File: config.mk
export PLATFORM = sky130hd
export DESIGN_NAME = cp_xfer_seq
export DESIGN_NICKNAME = d
export VERILOG_FILES = /design/src/rtl/cpx_pkg.sv /design/src/rtl/cpx_addr_gen.sv /design/src/rtl/cpx_perm_chk.sv /design/src/rtl/cpx_ctrl.sv /design/src/rtl/cp_xfer_seq.sv
export SDC_FILE = /design/constraint.sdc
export NUM_CORES = 1
export LEC_CHECK = 0
export BUFFER_PORTS_ARGS = -buffer_cell sky130_fd_sc_hd__buf_2
export CAP_MARGIN = 5
export CORE_AREA = 2 2 159 114
export DETAILED_ROUTE_END_ITERATION = 8
export DIE_AREA = 0 0 161 116
export GPL_ROUTABILITY_DRIVEN = 0
export PLACE_DENSITY = 0.87
export SETUP_SLACK_MARGIN = 0.02
export SLEW_MARGIN = 25
export SYNTH_ARGS = -nofsm -noshare
export SYNTH_HDL_FRONTEND = slang
export SYNTH_SLANG_ARGS = --single-unit
File: constraint.sdc
create_clock -name clk -period 3.1 [get_ports clk]
set_input_delay 0.465 -clock clk [delete_from_list [all_inputs] [get_ports clk]]
set_output_delay 0.465 -clock clk [all_outputs]
set_load 0.02 [all_outputs]
File: src/rtl/cpx_pkg.sv
package cpx_pkg;

  typedef enum logic [2:0] {
    PH_FIRST = 3'd0,
    PH_POLL  = 3'd1,
    PH_INTR  = 3'd2,
    PH_XFER  = 3'd3,
    PH_DATA  = 3'd4
  } cpx_phase_e;

  typedef enum logic [1:0] {
    RS_DONE = 2'd0,
    RS_BUSY = 2'd1,
    RS_CANT = 2'd2,
    RS_MORE = 2'd3
  } cpx_resp_e;

  typedef enum logic [2:0] {
    SQ_IDLE  = 3'd0,
    SQ_ASK   = 3'd1,
    SQ_WAIT  = 3'd2,
    SQ_XFER  = 3'd3,
    SQ_BEAT  = 3'd4
  } cpx_state_e;

endpackage

File: src/rtl/cpx_addr_gen.sv
module cpx_addr_gen #(
  parameter int AW    = 32,
  parameter int OFFW  = 8,
  parameter int SHIFT = 2
) (
  input  logic [AW-1:0]   base,
  input  logic [OFFW-1:0] off,
  input  logic            up,
  input  logic            pre,
  output logic [AW-1:0]   first_addr,
  output logic [AW-1:0]   tgt_addr
);
  localparam int PADW = AW - OFFW - SHIFT;

  logic [AW-1:0] scaled;

  // offset counts words; scale it to bytes
  assign scaled     = {{PADW{1'b0}}, off, {SHIFT{1'b0}}};
  assign tgt_addr   = up ? (base + scaled) : (base - scaled);
  assign first_addr = pre ? tgt_addr : base;

endmodule

File: src/rtl/cpx_perm_chk.sv
module cpx_perm_chk #(
  parameter int NCP = 16,
  parameter int CPW = 4
) (
  input  logic [NCP-1:0] present,
  input  logic [NCP-1:0] allowed,
  input  logic [CPW-1:0] sel,
  output logic           ok
);
  logic [NCP-1:0] grant;

  for (genvar i = 0; i < NCP; i++) begin : g_slot
    assign grant[i] = present[i] & allowed[i];
  end

  always_comb begin
    ok = 1'b0;
    for (int j = 0; j < NCP; j++) begin
      if (sel == CPW'(j)) ok = grant[j];
    end
  end

endmodule

File: src/rtl/cpx_ctrl.sv
module cpx_ctrl
  import cpx_pkg::*;
(
  input  logic       clk,
  input  logic       rst_n,
  input  logic       start,
  input  logic       perm_ok,
  input  logic       is_store,
  input  logic       irq,
  input  logic [1:0] resp,
  input  logic       mem_fault,
  output logic       latch,
  output logic       busy,
  output logic       cp_req,
  output logic [2:0] cp_phase,
  output logic       mem_req,
  output logic       mem_we,
  output logic       adv,
  output logic       accept,
  output logic       fin_done,
  output logic       fin_trap,
  output logic       fin_abort
);
  cpx_state_e state_q, state_d;
  cpx_resp_e  rs;

  assign rs   = cpx_resp_e'(resp);
  assign busy = (state_q != SQ_IDLE);

  always_comb begin
    state_d   = state_q;
    latch     = 1'b0;
    cp_req    = 1'b0;
    cp_phase  = PH_FIRST;
    mem_req   = 1'b0;
    mem_we    = 1'b0;
    adv       = 1'b0;
    accept    = 1'b0;
    fin_done  = 1'b0;
    fin_trap  = 1'b0;
    fin_abort = 1'b0;
    case (state_q)
      SQ_IDLE: begin
        if (start) begin
          latch   = 1'b1;
          state_d = SQ_ASK;
        end
      end
      SQ_ASK, SQ_WAIT: begin
        if (state_q == SQ_ASK && !perm_ok) begin
          fin_trap = 1'b1;
          state_d  = SQ_IDLE;
        end else begin
          cp_req = 1'b1;
          if (state_q == SQ_ASK) cp_phase = PH_FIRST;
          else                   cp_phase = irq ? PH_INTR : PH_POLL;
          if (rs == RS_BUSY) begin
            state_d = SQ_WAIT;
          end else if (rs == RS_CANT) begin
            fin_trap = 1'b1;
            state_d  = SQ_IDLE;
          end else begin
            accept  = 1'b1;
            state_d = is_store ? SQ_BEAT : SQ_XFER;
          end
        end
      end
      SQ_XFER: begin
        cp_req   = 1'b1;
        cp_phase = PH_XFER;
        state_d  = SQ_BEAT;
      end
      SQ_BEAT: begin
        mem_req  = 1'b1;
        mem_we   = is_store;
        cp_phase = PH_DATA;
        // a load only forwards a word that arrived without fault
        cp_req   = is_store | ~mem_fault;
        if (mem_fault) begin
          fin_abort = 1'b1;
          state_d   = SQ_IDLE;
        end else if (rs == RS_MORE) begin
          adv = 1'b1;
        end else begin
          fin_done = 1'b1;
          state_d  = SQ_IDLE;
        end
      end
      default: state_d = SQ_IDLE;
    endcase
  end

  always_ff @(posedge clk or negedge rst_n) begin
    if (!rst_n) state_q <= SQ_IDLE;
    else        state_q <= state_d;
  end

endmodule

File: src/rtl/cp_xfer_seq.sv
module cp_xfer_seq #(
  parameter int AW   = 32,
  parameter int DW   = 32,
  parameter int NCP  = 16,
  parameter int OFFW = 8,
  parameter int CPW  = $clog2(NCP)
) (
  input  logic            clk,
  input  logic            rst_n,
  input  logic            start,
  input  logic            op_store,
  input  logic [CPW-1:0]  op_cp,
  input  logic [AW-1:0]   op_base,
  input  logic [OFFW-1:0] op_off,
  input  logic            op_up,
  input  logic            op_pre,
  input  logic            op_wback,
  input  logic [NCP-1:0]  cp_present,
  input  logic [NCP-1:0]  cp_allowed,
  input  logic            irq_pending,
  output logic            cp_req,
  output logic [2:0]      cp_phase,
  output logic [CPW-1:0]  cp_sel,
  input  logic [1:0]      cp_resp,
  output logic [DW-1:0]   cp_wdata,
  input  logic [DW-1:0]   cp_rdata,
  output logic            mem_req,
  output logic            mem_we,
  output logic [AW-1:0]   mem_addr,
  output logic [DW-1:0]   mem_wdata,
  input  logic [DW-1:0]   mem_rdata,
  input  logic            mem_fault,
  output logic            busy,
  output logic            xfer_done,
  output logic            trap_undef,
  output logic            abort_data,
  output logic            wb_en,
  output logic [AW-1:0]   wb_value
);
  localparam int BYTES = DW / 8;
  localparam int SHIFT = $clog2(BYTES);

  logic            latch, adv, accept, perm_ok;
  logic            fin_done, fin_trap, fin_abort;
  logic [AW-1:0]   first_addr, tgt_addr;

  logic            store_q, wback_q;
  logic [CPW-1:0]  cp_q;
  logic [AW-1:0]   base_q, tgt_q, addr_q;

  logic            done_q, trap_q, abort_q, wb_en_q;
  logic [AW-1:0]   wb_val_q;

  cpx_addr_gen #(.AW(AW), .OFFW(OFFW), .SHIFT(SHIFT)) u_addr (
    .base       (op_base),
    .off        (op_off),
    .up         (op_up),
    .pre        (op_pre),
    .first_addr (first_addr),
    .tgt_addr   (tgt_addr)
  );

  cpx_perm_chk #(.NCP(NCP), .CPW(CPW)) u_perm (
    .present (cp_present),
    .allowed (cp_allowed),
    .sel     (cp_q),
    .ok      (perm_ok)
  );

  cpx_ctrl u_ctrl (
    .clk       (clk),
    .rst_n     (rst_n),
    .start     (start),
    .perm_ok   (perm_ok),
    .is_store  (store_q),
    .irq       (irq_pending),
    .resp      (cp_resp),
    .mem_fault (mem_fault),
    .latch     (latch),
    .busy      (busy),
    .cp_req    (cp_req),
    .cp_phase  (cp_phase),
    .mem_req   (mem_req),
    .mem_we    (mem_we),
    .adv       (adv),
    .accept    (accept),
    .fin_done  (fin_done),
    .fin_trap  (fin_trap),
    .fin_abort (fin_abort)
  );

  // instruction capture and beat address
  always_ff @(posedge clk or negedge rst_n) begin
    if (!rst_n) begin
      store_q <= 1'b0;
      wback_q <= 1'b0;
      cp_q    <= '0;
      base_q  <= '0;
      tgt_q   <= '0;
      addr_q  <= '0;
    end else if (latch) begin
      store_q <= op_store;
      wback_q <= op_wback;
      cp_q    <= op_cp;
      base_q  <= op_base;
      tgt_q   <= tgt_addr;
      addr_q  <= first_addr;
    end else if (adv) begin
      addr_q  <= addr_q + AW'(BYTES);
    end
  end

  // registered results and base writeback
  always_ff @(posedge clk or negedge rst_n) begin
    if (!rst_n) begin
      done_q   <= 1'b0;
      trap_q   <= 1'b0;
      abort_q  <= 1'b0;
      wb_en_q  <= 1'b0;
      wb_val_q <= '0;
    end else begin
      done_q  <= fin_done;
      trap_q  <= fin_trap;
      abort_q <= fin_abort;
      wb_en_q <= wback_q & (accept | fin_abort);
      if (wback_q && accept)         wb_val_q <= tgt_q;
      else if (wback_q && fin_abort) wb_val_q <= base_q;
    end
  end

  assign cp_sel     = cp_q;
  assign cp_wdata   = mem_rdata;
  assign mem_addr   = addr_q;
  assign mem_wdata  = cp_rdata;
  assign xfer_done  = done_q;
  assign trap_undef = trap_q;
  assign abort_data = abort_q;
  assign wb_en      = wb_en_q;
  assign wb_value   = wb_val_q;

endmodule

* Word-level counts from Yosys, hierarchy flattened
Cells that the tools add are included.
W data, S select, Z words.
** Storage, ports and cells
- Memories kept :: 0
- Register bits :: 141
- Bits in read-only memories :: 0
- Bits in latches :: 0
- Bits in writable memories :: 0
- Bits of input ports :: 151
- Output and inout port bits :: 143
- Logic and storage cells :: 126
** Operators by class
- Bitwise logic cells :: 20
- Add/subtract/negate cells :: 3
- Divide/modulo/power cells :: 0
- Equal/unequal tests :: 24
- Shifts and indexed selects :: 0
- $mul :: 0
- Mux-type cells :: 56
- Reductions and logical operators :: 11
- Magnitude comparators :: 0
** Operators by type and width (count)
- $mux W32 :: 6
- $mux W1 :: 37
- $add A32 B10 Y32 :: 1
- $add A32 B3 Y32 const B :: 1
- $eq A4 B4 Y1 const B :: 8
- $sub A32 B10 Y32 :: 1
- $mux W3 :: 9
- $and A1 B1 Y1 :: 17
- $eq A4 B3 Y1 const B :: 4
- $pmux W3 S4 :: 1
- $pmux W3 S3 :: 1
- $eq A4 B2 Y1 const B :: 2
- $eq A3 B2 Y1 const B :: 2
- $eq A2 B2 Y1 const B :: 2
- $eq A4 B1 Y1 const B :: 1
- $logic_not A4 Y1 :: 1
- $reduce_bool A2 Y1 :: 2
- $eq A3 B1 Y1 const B :: 1
- $eq A3 B3 Y1 const B :: 1
- $logic_and A1 B1 Y1 :: 3
- $logic_not A3 Y1 :: 1
- $ne A3 B3 Y1 const B :: 1
- $pmux W1 S3 :: 1
- $reduce_bool A3 Y1 :: 1
- 8 further kinds :: 9

* Depth between registers and ports, before layout
Gate-level depths: netlist of run 1.
- Depth in word-level cells :: 23
- Mapped depth :: 16

* Cells and area by module
Synthesis of run 1 repeated with hierarchy kept, for this count alone.
** Unflattened totals
- Cells, all modules :: 1023
- Area, all modules :: 9698.1 um^2
** By module, submodules not included
- cp_xfer_seq :: area each 6427.4 um^2, instances 1, cells an instance 564
- cpx_addr_gen :: area each 2750.1 um^2, instances 1, cells an instance 384
- cpx_ctrl :: area each 337.8 um^2, instances 1, cells an instance 43
- cpx_perm_chk :: area each 182.7 um^2, instances 1, cells an instance 32

* Worst setup path before layout of run 1
Ideal clock, no wire load.
- Path kind :: input to register
- Start point :: in op_off[3]
- End point :: reg addr_q[30], in the netlist mem_addr[30]
- Setup slack :: -0.897 ns
- Stages on the path :: 14
- Path buffers :: 0
- Arrival :: 3.876 ns
- Library setup time :: 0.121 ns
- Required time :: 2.979 ns
- Cell sequence :: nor2_1 -> nor4b_1 -> nor3b_1 -> ha_1 -> mux2_2 -> ha_1 -> or3_1 -> nor4_1 -> o21ai_1 -> a31oi_1 -> o21ai_1 -> a31oi_1 -> a41o_1 -> nor2_1
** Between the ends
- Cells in the longest elaborated chain, start to end :: 4
- Elaborated cells between the ends (all ways) :: 5
- Classes of those cells :: add/sub: 2; mux: 3
** Ends and longest elaborated chain
- start, declared :: RTL line cp_xfer_seq.sv:14 : input logic [OFFW-1:0] op_off,
- $sub A32 B10 Y32 or $add A32 B10 Y32 (tied branches) :: RTL line cpx_addr_gen.sv:19 : assign tgt_addr = up ? (base + scaled) : (base - scaled);
- $mux W32 (*) :: RTL line cpx_addr_gen.sv:19
- $mux W32 (*) :: RTL line cpx_addr_gen.sv:20 : assign first_addr = pre ? tgt_addr : base;
- $mux W32 (*) :: RTL line cp_xfer_seq.sv:101 : end else if (latch) begin
- end signal, assigned :: RTL line cp_xfer_seq.sv:107 : addr_q <= first_addr;
- end signal, assigned :: RTL line cp_xfer_seq.sv:109 : addr_q <= addr_q + AW'(BYTES);
- end, declared :: RTL line cp_xfer_seq.sv:49 : logic [AW-1:0] base_q, tgt_q, addr_q;
Every way passes the cells marked *; elsewhere a longest branch is shown, timed or not.
A chain may end at the register's enable or synchronous reset.

* Worst setup path after layout of run 1
- Start point :: in op_off[3]
- End point :: reg tgt_q[31]
** Between the ends
- Cells in the longest elaborated chain, start to end :: 2
- Elaborated cells between the ends (all ways) :: 3
- Classes of those cells :: add/sub: 2; mux: 1
** Ends and longest elaborated chain
- $sub A32 B10 Y32 or $add A32 B10 Y32 (tied branches) :: RTL line cpx_addr_gen.sv:19
- $mux W32 (*) :: RTL line cpx_addr_gen.sv:19
- end signal, assigned :: RTL line cp_xfer_seq.sv:106 : tgt_q <= tgt_addr;
- end, declared :: RTL line cp_xfer_seq.sv:49
Marks and branches as above.

==> run_results.csv, run 1 <==
group,metric,value,unit
run_status,status,"finished, violations left",
run_status,failed_checks,"setup timing",
critical_path,worstSetupStartpointType,"input pin",
run,cap_viol_max_count,0,
sta,clock.fmax,307,MHz
critical_path,endpoint_kind,"flip-flop",
yosys,syn_nets,1204,
clock_network,clock-sinks,139,
yosys,synth_area_leaders,"dfrtp_1 40%, nand2_1 8.8%, buf_4 5.8%, o21ai_0 5.2%, ha_1 5.1%",
route,drc,0,
critical_path,critPathKind,"input pin to flip-flop",
layout,fin_nets,1395,
floorplanning,placementRows,40,
yosys,async_flop_share,1.00,
global_route,overflow,0,
route,vias_per_cell,5.76,
sta,period_share,1.05,
floorplanning,dieWidth,161,um
global_route,antenna_found_initial,0,
route,drt-total-wl,27.0,mm
floorplanning,die-area,18700,sq um
sta,hold_violations,0,
route,drt_iter0_drc,752,
sta,fin_crit,3.26,ns
yosys,syn_area,8600,sq um
clock_network,cts_made_buffers,17,
global_route,grt_pass1_vias,8151,
critical_path,worstPathMaxFanout,4,
clock_network,clk_pin_slew,0.06,ns
pwr,combPwrFrac,0.438,
yosys,synth_edf_count,0,
pwr,p_int,5.43,mW
global_route,grt_use_total,0.288,
pwr,vdd_drop_max,0.613,mV
layout,nFillCells,1357,
pwr,p_sw,4.16,mW
sta,setup_violations,17,
yosys,ys_ff_latch,139,
layout,stdcell_count,1452,
critical_path,crit_required,3.45,ns
floorplanning,die_h,116,um
pwr,static-leakage-power,5.37,nW
global_route,grt_max_degree,87,
yosys,avgSynthCellArea,8.46,sq um
route,final_antenna_net_count,0,
pwr,p_seq_frac,0.350,
floorplanning,ios,294,
sta,worst_slack,-0.159,ns
global_route,grt_pass1_wl,42.1,mm
yosys,synth_cell_types,62,
yosys,seq_area_frac_synth,0.404,
floorplanning,start_util,0.506,
yosys,synth_top_area_cell,"dfrtp_1",
yosys,syn_inst,1017,
route,vias,8365,
sta,rsz0062_at_grt,"true",
route,post_drt_wl_per_cell,18.6,um
layout,syn2layout_area_growth,28.0,%
sta,fin_skew,0.0108,ns
layout,antenna_cells,0,
clock_network,clock_latency,0.44,ns
pwr,clockPowerShare,0.211,
pwr,p_per_area,871,nW/um^2
route,firstDrtPassIters,5,
floorplanning,core_area,17000,sq um
yosys,ys.flop_type,"dfrtp_1",
clock_network,clk_path_buf_depth,2,
worst_hold_path,hold_path.class,"input pin to async pin",
sta,finalMaxSlewViolations,0,
clock_network,cts-root-buf,"clkbuf_16",
sta,slew-limit-headroom,0.461,
critical_path,critPathArrivalTime,3.61,ns
layout,drive_gt1_frac,0.322,
clock_network,ctsHoldBuffers,0,
yosys,yosysTopAreaCellShare,0.404,
yosys,yosys_warnings,0,
place,numPortBuffers,165,
sta,finalSetupTns,-1.59,ns
clock_network,cts_tree,"built",
sta,tightest_slew,0.808,ns
clock_network,htree_levels,4,
place,dpl.hpwl,18.8,mm
place,dp_cells,1407,
pwr,switching_share,0.434,
-- worst paths after layout --
path | start | end | slack (ns) | cells after the start
max | op_off[3] | tgt_q[31] | -0.16 | 19
min | rst_n | base_q[15] | 0.09 | 1
max reg2reg | u_ctrl.state_q[0] | mem_addr[22] | 0.27 | 8
min reg2reg | mem_addr[1] | mem_addr[1] | 0.48 | 2
max in group asynchronous | rst_n | cp_sel[0] | 2.23 | 2
min in group clk | op_base[0] | base_q[0] | 0.23 | 3
-- power by group through the flow --
| stage | Sequential (mW) | Combinational [mW] | Clock, mW |
|---|---|---|---|
| after floorplan | 3.75 | 2.18 | 0 |
| after global placement | 3.32 | 3.84 | 0 |
| after detailed placement | 3.36 | 3.97 | 0 |
| after CTS | 3.34 | 4.06 | 2.04 |
| after global routing | 3.46 | 4.62 | 2.11 |
| final | 3.36 | 4.20 | 2.03 |
-- cells in the mapped netlist (all sizes together), types with 2 or more instances --
master	instances
mux2i	5
o21bai	3
a21oi	55
a41oi	2
inv	54
xor2	29
nor3	19
a21o	3
xnor2	28
clkbuf	37
a221o	2
and4	2
nor2b	5
nor2	53
nand2b	5
o21ai	93
nand2	202
nand3	25
mux2	9
o21a	3
or2	2
and3	10
or3	9
o211ai	7
and2	7
o32ai	2
a31oi	9
o2111a	2
a22oi	31
dfrtp	139
ha	35
nor3b	3
o41ai	3
o31a	2
a2111oi	2
a311oi	3
a211oi	14
nor4	2
nand4	10
buf	79
-- sequential cells by signal, summed over array words and instances, names as in the netlist, 3 cells and up --
signal	count
base_q	32
mem_addr	32
wb_value	32
tgt_q	30
cp_sel	4
u_ctrl.state_q	3
-- area by class of cell --
cell class	count	area [sq um]	area share
clock buffers	18	439	0.0399
clock inverters	14	138	0.0125
inverters	54	203	0.0184
multi-input cells	708	4660	0.423
flip-flops and latches	139	3480	0.316
well taps	231	289	0.0263
repair buffers	288	1800	0.163
-- per-stage QoR --
stage / setup slack [ns] / util / area [sq um] / hold WS, ns / power [mW]
2_1_floorplan: -0.319 / - / 8720 / 0.169 / 5.94
3_3_place_gp: -0.530 / 0.588 / 10000 / 0.454 / 7.15
3_5_place_dp: -0.618 / 0.588 / 10000 / 0.463 / 7.33
4_1_cts: -0.0908 / 0.633 / 10800 / 0.121 / 9.44
5_1_grt: -0.340 / 0.647 / 11000 / 0.162 / 10.2
6_report: -0.159 / 0.647 / 11000 / 0.0878 / 9.59
-- placed cells by master, fill, tap and decap left out, types with 8 or more instances in the layout --
master,count
a211oi_1,11
ha_1,34
inv_1,54
clkbuf_16,17
a22oi_1,30
xor2_1,26
nor2_1,51
nand2_1,199
and3_1,10
dfrtp_1,138
o21ai_1,13
xnor2_1,20
a21oi_1,48
buf_2,162
nand3_1,24
buf_4,118
nor3_1,17
xnor2_2,8
nand4_1,9
o21ai_0,73
-- per-layer routing --
metal | routed length (um) | vias up | global-route usage
met2 | 12300 | 484 | 0.468
met1 | 11300 | 4010 | 0.379
li1 | - | 3815 | -
met3 | 2770 | 56 | 0.0719
met4 | 656 | 0 | 0.104
met5 | 0 | - | 0
-- what timing repair did --
item                                    in CTS  in global routing
pin swaps                                   10                 13
buffers inserted                             7                  8
gates resized for setup                     25                 42
endpoints found under the setup margin      19                 34
-- kinds of logic (layout without fill, tap and decap cells) --
group                    count (synthesis)  after routing  synth area share
buffers and inverters                  170            374             0.105
multiplexers                            14             14            0.0176
AO/OA/AOI/OAI                          244            244             0.174
AND/OR/NAND/NOR                        357            357             0.187
XOR/XNOR                                57             57            0.0589
adder cells (fa/ha/maj)                 36             36            0.0532
flip-flops                             139            139             0.404
-- critical path: stages --
cell	delay [ns]
buf_8	0.10
nor2_4	0.11
buf_4	0.11
buf_4	0.09
nand2_1	0.08
nor2_4	0.18
a21oi_2	0.08
buf_4	0.16
ha_1	0.30
buf_4	0.14
nand3_1	0.13
nor2_1	0.15
nand4_1	0.23
o41ai_4	0.42
o41ai_2	0.12
o2111ai_1	0.34
a21oi_2	0.10
xor2_1	0.14
o21ai_0	0.16
Power figures use the tool's default switching activity.
==> run 2: changes to the inputs <==
CORE_AREA = 2 2 156 112   (was 2 2 159 114)
CTS_BUF_LIST = sky130_fd_sc_hd__clkbuf_8   (was unset)
DIE_AREA = 0 0 158 114   (was 0 0 161 116)
PLACE_DENSITY = 0.9   (was 0.87)
==> run 2 against run 1 <==
Net effect:
- the run still ends with setup timing left
- total power shrank 4.9%
- maximum frequency grew 0.36%
- cell count did not move
- via count up 0.67%
- core utilization barely moved
- clock-buffer cell count did not move
- sequential share of layout area is 0.55 points higher
- register-to-register slack worse by 0.16 ns
- critical path type unchanged
==> run_results.csv, run 2 (same netlist as run 1, synthesis figures left out) <==
group,metric,value,unit
run_status,status,"finished, violations left",
run_status,failed_checks,"setup timing",
sta,finalMaxSlewViolations,0,
floorplanning,placementRows,40,
layout,mostFrequentLayoutCells,"200 x nand2_1, 162 x buf_2, 139 x dfrtp_1",
sta,rsz0062_at_grt,"true",
place,dpl.hpwl,18.9,mm
critical_path,endpoint,"mem_addr[31]",
global_route,grt_pass1_wl,41.0,mm
global_route,antenna_found_initial,1,
global_route,grt_use_total,0.295,
critical_path,critPathKind,"input pin to flip-flop",
pwr,p_seq_frac,0.369,
global_route,grt_max_degree,82,
pwr,switching_share,0.441,
floorplanning,die-area,18000,sq um
critical_path,ff2ff_setup_slack,0.11,ns
floorplanning,core_area,16700,sq um
pwr,static-leakage-power,5.27,nW
critical_path,r2r_start,"u_ctrl.state_q[0]",
pwr,vdd_drop_max,0.533,mV
critical_path,worstPathMaxFanout,7,
layout,fin_nets,1395,
sta,clock.fmax,308,MHz
floorplanning,die_h,114,um
pwr,p_per_area,842,nW/um^2
layout,syn2layout_area_growth,25.8,%
floorplanning,ios,294,
pwr,clockPowerShare,0.177,
layout,drive_gt1_frac,0.319,
worst_hold_path,hold_path.class,"input pin to async pin",
place,pre_cts_ws,-0.672,ns
route,vias,8421,
clock_network,ctsHoldBuffers,0,
layout,final_common_cell,"nand2_1",
sta,hold_slack,0.0434,ns
floorplanning,dieWidth,158,um
critical_path,cp-startpoint,"op_off[0]",
route,drc,0,
critical_path,crit_required,3.42,ns
sta,fin_skew,0.0151,ns
global_route,grt_pass1_vias,8189,
global_route,overflow,0,
layout,antenna_cells,0,
clock_network,clock-sinks,139,
clock_network,clk_path_buf_depth,2,
route,drt-total-wl,27.0,mm
layout,nFillCells,1291,
run,cap_viol_max_count,0,
sta,period_share,1.05,
sta,hold_violations,0,
pwr,combPwrFrac,0.453,
clock_network,htree_levels,4,
clock_network,cts_made_buffers,17,
critical_path,critPathArrivalTime,3.57,ns
critical_path,endpoint_kind,"flip-flop",
place,numPortBuffers,165,
sta,tightest_slew,0.754,ns
floorplanning,start_util,0.515,
clock_network,cts_tree,"built",
route,drt_iter0_drc,740,
route,vias_per_cell,5.80,
clock_network,clock_latency,0.47,ns
route,firstDrtPassIters,6,
pwr,p_total,9.11,mW
route,final_antenna_net_count,0,
route,post_drt_wl_per_cell,18.6,um
sta,worst_slack,-0.148,ns
pwr,p_sw,4.02,mW
critical_path,rr_endpoint,"mem_addr[24]",
sta,setup_violations,20,
pwr,p_int,5.09,mW
critical_path,worstSetupStartpointType,"input pin",
clock_network,clk_pin_slew,0.08,ns
sta,slew-limit-headroom,0.497,
clock_network,cts-root-buf,"clkbuf_8",
critical_path,worst_r2r_path_depth,9,
sta,fin_crit,3.25,ns
run 2: cell count changes in the layout (fill, tap and decap cells not counted), sizes merged:
cell      previous run  this run
bufinv               1         3
clkinv               3         5
inv                 60        59
clkinvlp             4         1
run 2: area by class of cell:
class                      count  area, sq um  area share
inverter                      54          203      0.0187
sequential                   139         3480       0.322
tap                          231          289      0.0267
clock buffer                  18          248      0.0229
clock inverter                14          184      0.0170
timing repair buffer         288         1810       0.167
multi-input combinational    708         4610       0.426
run 2: metrics by stage:
step	TNS (ns)	cells	util	instance area (sq um)
4_1_cts	-0.115	1448	0.636	10600
5_1_grt	-4.06	1452	0.647	10800
3_5_place_dp	-16.80	1409	0.601	10000
2_1_floorplan	-2.93	1017	-	8720
6_report	-1.31	1452	0.647	10800
3_3_place_gp	-12.41	1409	0.601	10000
run 2: worst min path at each step:
stage / slack [ns] / cells past startpoint / endpoint
2_1_floorplan: 0.17 / 0 / abort_data
3_5_place_dp: 0.46 / 2 / base_q[21]
3_3_place_gp: 0.45 / 2 / base_q[0]
6_report: 0.04 / 1 / wb_value[15]
5_1_grt: 0.08 / 1 / wb_value[14]
4_1_cts: 0.05 / 1 / wb_value[14]
run 2: routing by layer:
metal / GRT usage / vias up / part of all wire / routed length [um]
met3: 0.101 / 83 / 0.11 / 3020
met1: 0.377 / 3994 / 0.40 / 10800
met2: 0.468 / 536 / 0.46 / 12400
li1: - / 3808 / - / -
met4: 0.106 / 0 / 0.031 / 828
met5: 0 / - / 0 / 0
run 2: critical path, stage by stage:
cell and delay [ns]:
buf_2 0.14, inv_1 0.07, ha_2 0.20, nand2_2 0.09, nor2_4 0.26, a21oi_4 0.13
ha_1 0.31, buf_4 0.16, nand4_1 0.17, buf_4 0.20, nor4_2 0.32, a22oi_2 0.13
o41ai_4 0.09, o41ai_2 0.12, buf_4 0.15, o2111ai_4 0.22, nand3_1 0.13, o31ai_2 0.08
a31oi_1 0.11
run 2: repair_timing:
item / CTS / global route
pin swaps: 15 / 10
gates resized for setup: 23 / 30
buffers inserted: 7 / 4
endpoints found under the setup margin: 14 / 30
hold endpoints to repair: 0 / 0
run 2: power by group through the flow:
stage          clock (mW)  combinational [mW]  sequential [mW]
6_report             1.62                4.13             3.37
5_1_grt              1.72                4.54             3.48
2_1_floorplan           0                2.18             3.75
3_3_place_gp            0                3.83             3.32
3_5_place_dp            0                3.96             3.37
4_1_cts              1.63                4.04             3.35
==> run 3: changes to the inputs <==
SKIP_LAST_GASP = 1   (was unset)
==> run 3 against run 2 <==
Net effect:
- the run still ends with setup timing left
- clock skew is essentially flat
- critical endpoint is now mem_addr[19]
- largest power group unchanged
- clock-buffer cell count is the same
- highest routed layer unchanged
- sequential cell count is the same
==> run_results.csv, run 3 (same netlist as run 1, synthesis figures left out) <==
group,metric,value,unit
sta,finalMaxSlewViolations,0,
layout,antenna_cells,0,
layout,nFillCells,1287,
pwr,static-leakage-power,5.29,nW
sta,clock.fmax,303,MHz
sta,finalSetupTns,-2.96,ns
sta,tightest_slew,0.745,ns
place,pre_cts_ws,-0.672,ns
sta,period_share,1.07,
sta,worst_slack,-0.203,ns
worst_hold_path,hold_path.class,"input pin to async pin",
critical_path,crit_required,3.43,ns
global_route,overflow,0,
place,placed_cell_area,10000,sq um
global_route,grt_pass1_vias,8189,
critical_path,crit_family,"simple AND/OR/NAND/NOR gates",
layout,regArea,3480,sq um
critical_path,critPathArrivalTime,3.63,ns
critical_path,rr_endpoint,"mem_addr[24]",
layout,fin_nets,1397,
critical_path,worstPathMaxFanout,5,
critical_path,max_stage_delay,0.51,ns
critical_path,endpoint_kind,"flip-flop",
critical_path,crit_path_top_delay_cell,"ha_1",
clock_network,clock_latency,0.47,ns
floorplanning,placementRows,40,
floorplanning,die_h,114,um
place,numPortBuffers,165,
clock_network,cts-root-buf,"clkbuf_8",
clock_network,clk_pin_slew,0.08,ns
critical_path,worstPathCellList,"buf_8, nor2_4, nor4b_4, buf_4, a21oi_1, ha_1, nand4_1, nor2_1, nand4_1, buf_4, buf_4, buf_4, a21oi_1, nand2b_1, xnor2_2, a21oi_1, nor2_1, a21oi_1",
sta,setup_violations,24,
route,vias,8370,
route,final_antenna_net_count,0,
sta,rsz0062_at_grt,"true",
sta,fin_crit,3.30,ns
floorplanning,die-area,18000,sq um
clock_network,clock-sinks,139,
run,cap_viol_max_count,0,
critical_path,cp_num_buf_inv,5,
run_status,failed_checks,"setup timing",
layout,multi_input_area,4640,sq um
global_route,antenna_found_initial,1,
layout,mostFrequentLayoutCells,"200 x nand2_1, 162 x buf_2, 139 x dfrtp_1",
run_status,status,"finished, violations left",
clock_network,cts_tree,"built",
sta,hold_slack,0.0444,ns
route,wl_met3,2.75,mm
critical_path,critPathKind,"input pin to flip-flop",
layout,syn2layout_area_growth,26.3,%
critical_path,ff2ff_setup_slack,0.25,ns
route,top_layer,"met4",
floorplanning,start_util,0.515,
pwr,vdd_drop_max,0.533,mV
route,drc,0,
layout,final_common_cell,"nand2_1",
floorplanning,core_area,16700,sq um
critical_path,worstSetupStartpointType,"input pin",
route,drt-total-wl,27.0,mm
clock_network,clk_path_buf_depth,2,
global_route,grt_pass1_wl,41.0,mm
floorplanning,dieWidth,158,um
route,post_drt_wl_per_cell,18.6,um
route,vias_per_cell,5.76,
critical_path,worst_r2r_path_depth,9,
clock_network,cts_made_buffers,17,
route,wl_met2,12.5,mm
layout,stdcell_area,10900,sq um
place,dpl.hpwl,18.9,mm
sta,fin_skew,0.0147,ns
critical_path,r2r_start,"u_ctrl.state_q[0]",
floorplanning,ios,294,
pwr,p_per_area,840,nW/um^2
sta,slew-limit-headroom,0.504,
clock_network,ctsHoldBuffers,0,
route,firstDrtPassIters,5,
layout,fin_util,0.650,
route,m1WireLength,10.9,mm
global_route,grt_use_total,0.295,
route,drt_iter0_drc,795,
clock_network,htree_levels,4,
layout,drive_gt1_frac,0.318,
global_route,grt_max_degree,82,
sta,hold_violations,0,
run 3: changes by cell type in the layout (fill, tap and decap cells not counted), moves of 2 or more:
cell,delta
a31oi_4,+4
a31oi_2,-3
ha_1,+3
buf_4,+2
ha_4,-2
o21ai_4,+2
run 3: metal layers:
metal / global-route usage / up-vias
li1: - / 3807
met1: 0.377 / 3981
met2: 0.468 / 498
met3: 0.101 / 84
met4: 0.106 / 0
met5: 0 / -
run 3: how the worst max path moves through the flow:
| stage | startpoint | to | slack [ns] | cells after the start |
|---|---|---|---|---|
| finish | op_off[2] | mem_addr[19] | -0.20 | 18 |
| global route | op_off[0] | mem_addr[21] | -0.27 | 20 |
| CTS | op_off[2] | mem_addr[16] | -0.05 | 17 |
| detailed placement | op_off[0] | mem_addr[27] | -0.67 | 16 |
| global placement | op_off[3] | tgt_q[31] | -0.49 | 16 |
| floorplan | op_off[3] | mem_addr[28] | -0.32 | 14 |
run 3: timing repair:
action,CTS,global route
hold endpoints to repair,0,0
endpoints found under the setup margin,14,31
resized for setup,22,35
buffers inserted,7,6
pin swaps,15,12
run 3: final cells by class:
| class | instances | share of cell area |
|---|---|---|
| clock buffer | 18 | 0.0228 |
| multi-input combinational | 708 | 0.427 |
| sequential | 139 | 0.320 |
| tap | 231 | 0.0266 |
| clock inverter | 14 | 0.0169 |
| inverter | 54 | 0.0187 |
| timing repair buffer | 290 | 0.168 |
run 3: power by group:
| group | internal [mW] | total [mW] | switching [mW] |
|---|---|---|---|
| Clock | 0.835 | 1.61 | 0.776 |
| Combinational | 1.58 | 4.15 | 2.57 |
| Sequential | 2.69 | 3.37 | 0.679 |
| Total | 5.10 | 9.13 | 4.03 |
run 3: per-stage QoR:
stage	std cells	total power, mW
2_1_floorplan	1017	5.94
3_3_place_gp	1409	7.15
3_5_place_dp	1409	7.33
4_1_cts	1448	9.02
5_1_grt	1454	9.76
6_report	1454	9.13
